File: config.mk
export PLATFORM = sky130hd
export DESIGN_NAME = occ_flag_gen
export DESIGN_NICKNAME = d
export VERILOG_FILES = /design/src/rtl/occ_flag_pkg.sv /design/src/rtl/occ_band_classify.sv /design/src/rtl/occ_flag_decode.sv /design/src/rtl/occ_flag_gen.sv
export SDC_FILE = /design/constraint.sdc
export NUM_CORES = 1
export LEC_CHECK = 0
export ABC_AREA = 1
export BUFFER_PORTS_ARGS = -buffer_cell sky130_fd_sc_hd__buf_2
export CAP_MARGIN = 20
export CORE_AREA = 2 2 39 41
export CTS_CLUSTER_SIZE = 20
export DETAILED_ROUTE_END_ITERATION = 8
export DIE_AREA = 0 0 41 43
export GPL_TIMING_DRIVEN = 0
export SETUP_SLACK_MARGIN = 0.2
export SYNTH_ARGS = -nofsm -noshare
export SYNTH_HDL_FRONTEND = slang
export SYNTH_SLANG_ARGS = --single-unit
File: constraint.sdc
create_clock -name clk -period 1.6 [get_ports clk]
set_input_delay 0.08 -clock clk [delete_from_list [all_inputs] [get_ports clk]]
set_output_delay 0.08 -clock clk [all_outputs]
set_load 0.01 [all_outputs]
File: src/rtl/occ_flag_pkg.sv
package occ_flag_pkg;

    typedef enum logic [2:0] {
        BAND_EMPTY   = 3'd0,
        BAND_LOW     = 3'd1,
        BAND_LOWMID  = 3'd2,
        BAND_HIGHMID = 3'd3,
        BAND_HIGH    = 3'd4,
        BAND_FULL    = 3'd5
    } band_e;

    typedef struct packed {
        logic full_n;
        logic empty_n;
        logic half_n;
        logic almost_n;
        logic wr_inh;
        logic rd_inh;
    } flags_t;

endpackage

File: src/rtl/occ_band_classify.sv
module occ_band_classify
    import occ_flag_pkg::*;
#(
    parameter int DEPTH = 1024,
    localparam int CW = $clog2(DEPTH) + 1
) (
    input  logic [CW-1:0] level,
    output band_e         band
);
    localparam int LOW_TOP   = DEPTH / 8 - 1;
    localparam int HALF      = DEPTH / 2;
    localparam int HIGH_BASE = DEPTH - DEPTH / 8 + 1;

    localparam logic [CW-1:0] LOW_TOP_C   = CW'(LOW_TOP);
    localparam logic [CW-1:0] HALF_C      = CW'(HALF);
    localparam logic [CW-1:0] HIGH_BASE_C = CW'(HIGH_BASE);
    localparam logic [CW-1:0] DEPTH_C     = CW'(DEPTH);

    always_comb begin
        if (level == '0)
            band = BAND_EMPTY;
        else if (level <= LOW_TOP_C)
            band = BAND_LOW;
        else if (level <= HALF_C)
            band = BAND_LOWMID;
        else if (level < HIGH_BASE_C)
            band = BAND_HIGHMID;
        else if (level < DEPTH_C)
            band = BAND_HIGH;
        else
            band = BAND_FULL;
    end
endmodule

File: src/rtl/occ_flag_decode.sv
module occ_flag_decode
    import occ_flag_pkg::*;
(
    input  band_e  band,
    output flags_t flags
);
    always_comb begin
        flags = '{full_n: 1'b1, empty_n: 1'b1, half_n: 1'b1,
                  almost_n: 1'b1, wr_inh: 1'b0, rd_inh: 1'b0};
        unique case (band)
            BAND_EMPTY: begin
                flags.empty_n  = 1'b0;
                flags.almost_n = 1'b0;
                flags.rd_inh   = 1'b1;
            end
            BAND_LOW: begin
                flags.almost_n = 1'b0;
            end
            BAND_LOWMID: begin
            end
            BAND_HIGHMID: begin
                flags.half_n = 1'b0;
            end
            BAND_HIGH: begin
                flags.half_n   = 1'b0;
                flags.almost_n = 1'b0;
            end
            BAND_FULL: begin
                flags.full_n   = 1'b0;
                flags.half_n   = 1'b0;
                flags.almost_n = 1'b0;
                flags.wr_inh   = 1'b1;
            end
            default: begin
            end
        endcase
    end
endmodule

File: src/rtl/occ_flag_gen.sv
module occ_flag_gen
    import occ_flag_pkg::*;
#(
    parameter int DEPTH = 1024,
    localparam int CW = $clog2(DEPTH) + 1
) (
    input  logic          clk,
    input  logic          rst_n,
    input  logic [CW-1:0] level,
    input  logic          single_dev,
    input  logic          xout_in,
    output logic          full_n,
    output logic          empty_n,
    output logic          half_n,
    output logic          almost_xout,
    output logic          wr_inhibit,
    output logic          rd_inhibit
);
    band_e  band_q;
    band_e  band_d;
    flags_t flg;

    occ_band_classify #(.DEPTH(DEPTH)) u_classify (
        .level (level),
        .band  (band_d)
    );

    // State register: RESET_TO_EMPTY while reset is held, RECLASSIFY on every other edge.
    always_ff @(posedge clk or negedge rst_n) begin
        if (!rst_n)
            band_q <= BAND_EMPTY;
        else
            band_q <= band_d;
    end

    occ_flag_decode u_decode (
        .band  (band_q),
        .flags (flg)
    );

    // Output process.
    always_comb begin
        full_n      = flg.full_n;
        empty_n     = flg.empty_n;
        half_n      = flg.half_n;
        almost_xout = single_dev ? flg.almost_n : xout_in;
        wr_inhibit  = flg.wr_inh;
        rd_inhibit  = flg.rd_inh;
    end

    // Checks.
    logic past_valid;
    always_ff @(posedge clk or negedge rst_n) begin
        if (!rst_n)
            past_valid <= 1'b0;
        else
            past_valid <= 1'b1;
    end


    full_level_chk: assert property (@(posedge clk) disable iff (!rst_n)
        past_valid |-> (full_n == ($past(level) != CW'(DEPTH))));


    empty_level_chk: assert property (@(posedge clk) disable iff (!rst_n)
        past_valid |-> (empty_n == ($past(level) != '0)));


    half_level_chk: assert property (@(posedge clk) disable iff (!rst_n)
        past_valid |-> (half_n == ($past(level) <= CW'(DEPTH / 2))));


    almost_band_chk: assert property (@(posedge clk) disable iff (!rst_n)
        (past_valid && single_dev) |->
        (almost_xout == ($past(level) > CW'(DEPTH / 8 - 1) &&
                         $past(level) < CW'(DEPTH - DEPTH / 8 + 1))));


    xout_pass_chk: assert property (@(posedge clk) disable iff (!rst_n)
        !single_dev |-> (almost_xout == xout_in));


    inhibit_pair_chk: assert property (@(posedge clk) disable iff (!rst_n)
        (wr_inhibit == !full_n) && (rd_inhibit == !empty_n));
endmodule

==> impl_metrics.py <==
metrics = {
    "final_layout": {
        "fin_area_sq_um": 372,
        "antenna_cells_inserted": 0,
        "multi_input_comb_area_sq_um": 114,
        "drive_above_1_share_pct": 43.3,
        "final_nets": 76,
        "reg_top3": "band_q (3)",
        "n_fill_cell": 158,
        "area_delta_synth_final_pct": 72.7,
        "sequential_cell_area_sq_um": 75.1,
        "post_layout_nonfiller_instances": 76,
        "largest_register_ff_count": 3,
        "top_register": "band_q",
    },
    "synthesis": {
        "synth_area_leader_cell": "sky130_fd_sc_hd__dfrtp_1",
        "postSynthCellCount": 35,
        "synthTopCellsByCount": "sky130_fd_sc_hd__nand2_1 (8), sky130_fd_sc_hd__inv_1 (6), sky130_fd_sc_hd__nor2_1 (6)",
        "synthTopCellsByArea": "sky130_fd_sc_hd__dfrtp_1 (35%), sky130_fd_sc_hd__nand2_1 (14%), sky130_fd_sc_hd__inv_1 (10%), sky130_fd_sc_hd__nor2_1 (10%), sky130_fd_sc_hd__o21ai_0 (7.0%)",
        "ys_ff_latch": 3,
        "synth_most_common_cell": "sky130_fd_sc_hd__nand2_1",
        "synth-warning-count": 0,
        "synth_enable_flop_cells": 0,
        "synth_seq_area_share_pct": 34.9,
        "top_reg_cell_synth": "sky130_fd_sc_hd__dfrtp_1",
        "yosysUniqueCellTypes": 12,
        "synth.cell_area_sq_um": 215,
        "asr_flop_ratio_synth_pct": 100,
        "synth_largest_type_area_fraction_pct": 34.9,
        "avgSynthCellArea_sq_um": 6.15,
        "syn-num-nets": 50,
    },
    "placement": {
        "dpl.cell_count": 71,
        "gp_routability_congestion": 0.640,
        "portBuffers": 20,
        "dpl_cell_area_sq_um": 335,
    },
    "sta": {
        "worst-slew-pin-transition_ns": 0.194,
        "max_slew_headroom_pct": 87.0,
        "tns_ns": 0,
        "worst_hold_slack_ns": 0.127,
        "maxSlewViolCount": 0,
        "unrepaired_setup_endpoints_after_global_routing": "no",
        "timing_hold_violations_final": 0,
        "timing.final.crit_share_pct": 68.0,
        "timing.final.setup_violations": 0,
        "shortest_period_the_worst_path_allows_ns": 1.09,
        "fmax_mhz": 920,
    },
    "drt": {
        "detail_route.drc_violations": 0,
        "drt-vias-per-instance": 3.72,
        "num_vias": 283,
        "detail_route.wl_per_cell_microns": 6.22,
        "detail_route.first_pass.iterations": 2,
        "detail_route.iter0.violations": 1,
        "drtAntennaViolNets": 0,
        "finalWirelength_microns": 473,
    },
    "run_status": {
        "result_of_the_run": "completed",
    },
    "global_route": {
        "grt_pass1_vias": 205,
        "gr_util_all_layers_pct": 6.45,
        "gr-total-overflow": 0,
        "grt_first_pass_wirelength_microns": 669,
        "grt_start_max_net_pins": 5,
        "number_of_antenna_violations_at_the_first_check_in_global_routing": 0,
    },
    "setup_path": {
        "critical-path-slowest-cell": "sky130_fd_sc_hd__dfrtp_1",
        "arrival_ns": 1.01,
        "delay_of_the_slowest_critical_path_stage_ns": 0.39,
        "critical_path_cell_by_cell": "o21ai_0 -> o21ai_0 -> buf_2",
        "critPathLaunchType": "flip-flop",
        "worstSetupPathType": "flip-flop to primary output",
        "critical_path_buf_inv_count": 1,
        "worstPathRequired_ns": 1.52,
        "cp_max_fo": 4,
        "critical_path.top_delay_family": "flip-flops",
        "worst_path_most_repeated_cell": "sky130_fd_sc_hd__o21ai_0",
        "worst_setup_path_end_kind": "primary output",
    },
    "floorplanning": {
        "core.rowCount": 14,
        "io-pin-count": 21,
        "floorplan.core_area_sq_um": 1380,
        "die_width_microns": 41,
        "initial_core_util_pct": 15.6,
        "die_h_microns": 43,
        "die-area_sq_um": 1760,
    },
    "clock_tree": {
        "cts-buffers-inserted": 3,
        "clk_path_buf_depth": 2,
        "post-cts-setup-buffer-count": 0,
        "cts_tree": "yes",
        "cts_h_tree_lvls": 1,
        "post_cts_sizing_count": 0,
        "cts_root_buf": "sky130_fd_sc_hd__clkbuf_4",
        "clkSinkCount": 3,
        "clkSlewWorstSetupHoldPaths_ns": 0.04,
    },
    "power_and_ir_drop": {
        "total_power_uw": 276,
        "irDropWorstVdd_v": 0.000201,
        "leakage_uw": 0.000218,
        "cellPowerDensity_nw_per_um2": 743,
    },
    "job": {
        "max-cap-violations": 0,
    },
    "min_path": {
        "worst_hold_path_class": "input pin to flip-flop",
    },
}
==> cell families after synthesis <==
group | synth area share [%]
flops | 34.9
compound gates | 11.6
simple gates | 41.3
buf+inv | 12.2
==> repair_timing <==
action | in CTS | in global routing
setup endpoints to repair | 0 | 0
hold buffers | 1 | 0
endpoints found under the hold margin | 3 | 0
==> tightest hold or removal path: stages <==
cell,delay [ns]
sky130_fd_sc_hd__buf_2,0.10
sky130_fd_sc_hd__nor3_2,0.05
sky130_fd_sc_hd__nor2_2,0.08
==> per-layer routing <==
| layer | global-route usage [%] | part of all wire (%) | routed length (microns) | vias up |
|---|---|---|---|---|
| li1 | - | - | - | 158 |
| met1 | 5.86 | 44 | 209 | 98 |
| met3 | 3.14 | 16 | 77 | 4 |
| met2 | 7.81 | 34 | 163 | 23 |
| met4 | 10.0 | 4.7 | 22 | 0 |
| met5 | 0 | 0 | 0 | - |
==> cell usage in the layout (no fill, tap or decap) <==
cell type / n
sky130_fd_sc_hd__dfrtp_1: 3
sky130_fd_sc_hd__nor3_1: 2
sky130_fd_sc_hd__inv_1: 6
sky130_fd_sc_hd__nand3_1: 2
sky130_fd_sc_hd__nor2_2: 1
sky130_fd_sc_hd__dlygate4sd3_1: 1
sky130_fd_sc_hd__clkbuf_1: 1
sky130_fd_sc_hd__nor3_2: 1
sky130_fd_sc_hd__nand2_1: 8
sky130_fd_sc_hd__nor2_1: 6
sky130_fd_sc_hd__o21ai_0: 3
sky130_fd_sc_hd__a21oi_1: 1
sky130_fd_sc_hd__buf_2: 20
sky130_fd_sc_hd__clkbuf_4: 3
sky130_fd_sc_hd__o21ai_1: 1
sky130_fd_sc_hd__inv_2: 1
==> final timing paths <==
| kind | from | endpoint | depth (start not counted) |
|---|---|---|---|
| min | level[8] | band_q[1]$_DFF_PN0_ | 3 |
| max in group asynchronous | rst_n | band_q[2]$_DFF_PN0_ | 2 |
| min in group asynchronous | rst_n | band_q[1]$_DFF_PN0_ | 2 |
| max | band_q[2]$_DFF_PN0_ | half_n | 3 |
==> power by group <==
group	switching [uW]	internal (uW)	total, uW
registers	3.65	81.5	85.1
logic	29.9	29.6	59.5
clock network	38.0	93.3	131
total	71.6	204	276
==> area by class of cell <==
cell class	instances	share of cell area (%)
Clock buffer	4	7.07
Inverter	7	7.07
Multi-Input combinational cell	25	30.6
Sequential cell	3	20.2
Tap cell	16	5.39
Timing Repair Buffer	21	29.6
==> per-stage QoR <==
step | utilization, % | setup WS (ns)
6_report | 26.9 | 0.513
5_1_grt | 26.9 | 0.455
4_1_cts | 26.9 | 0.504
3_5_place_dp | 24.2 | 0.756
3_3_place_gp | 24.2 | 0.775
2_1_floorplan | - | 0.830
Note: power is estimated with default switching activity, not from simulation.
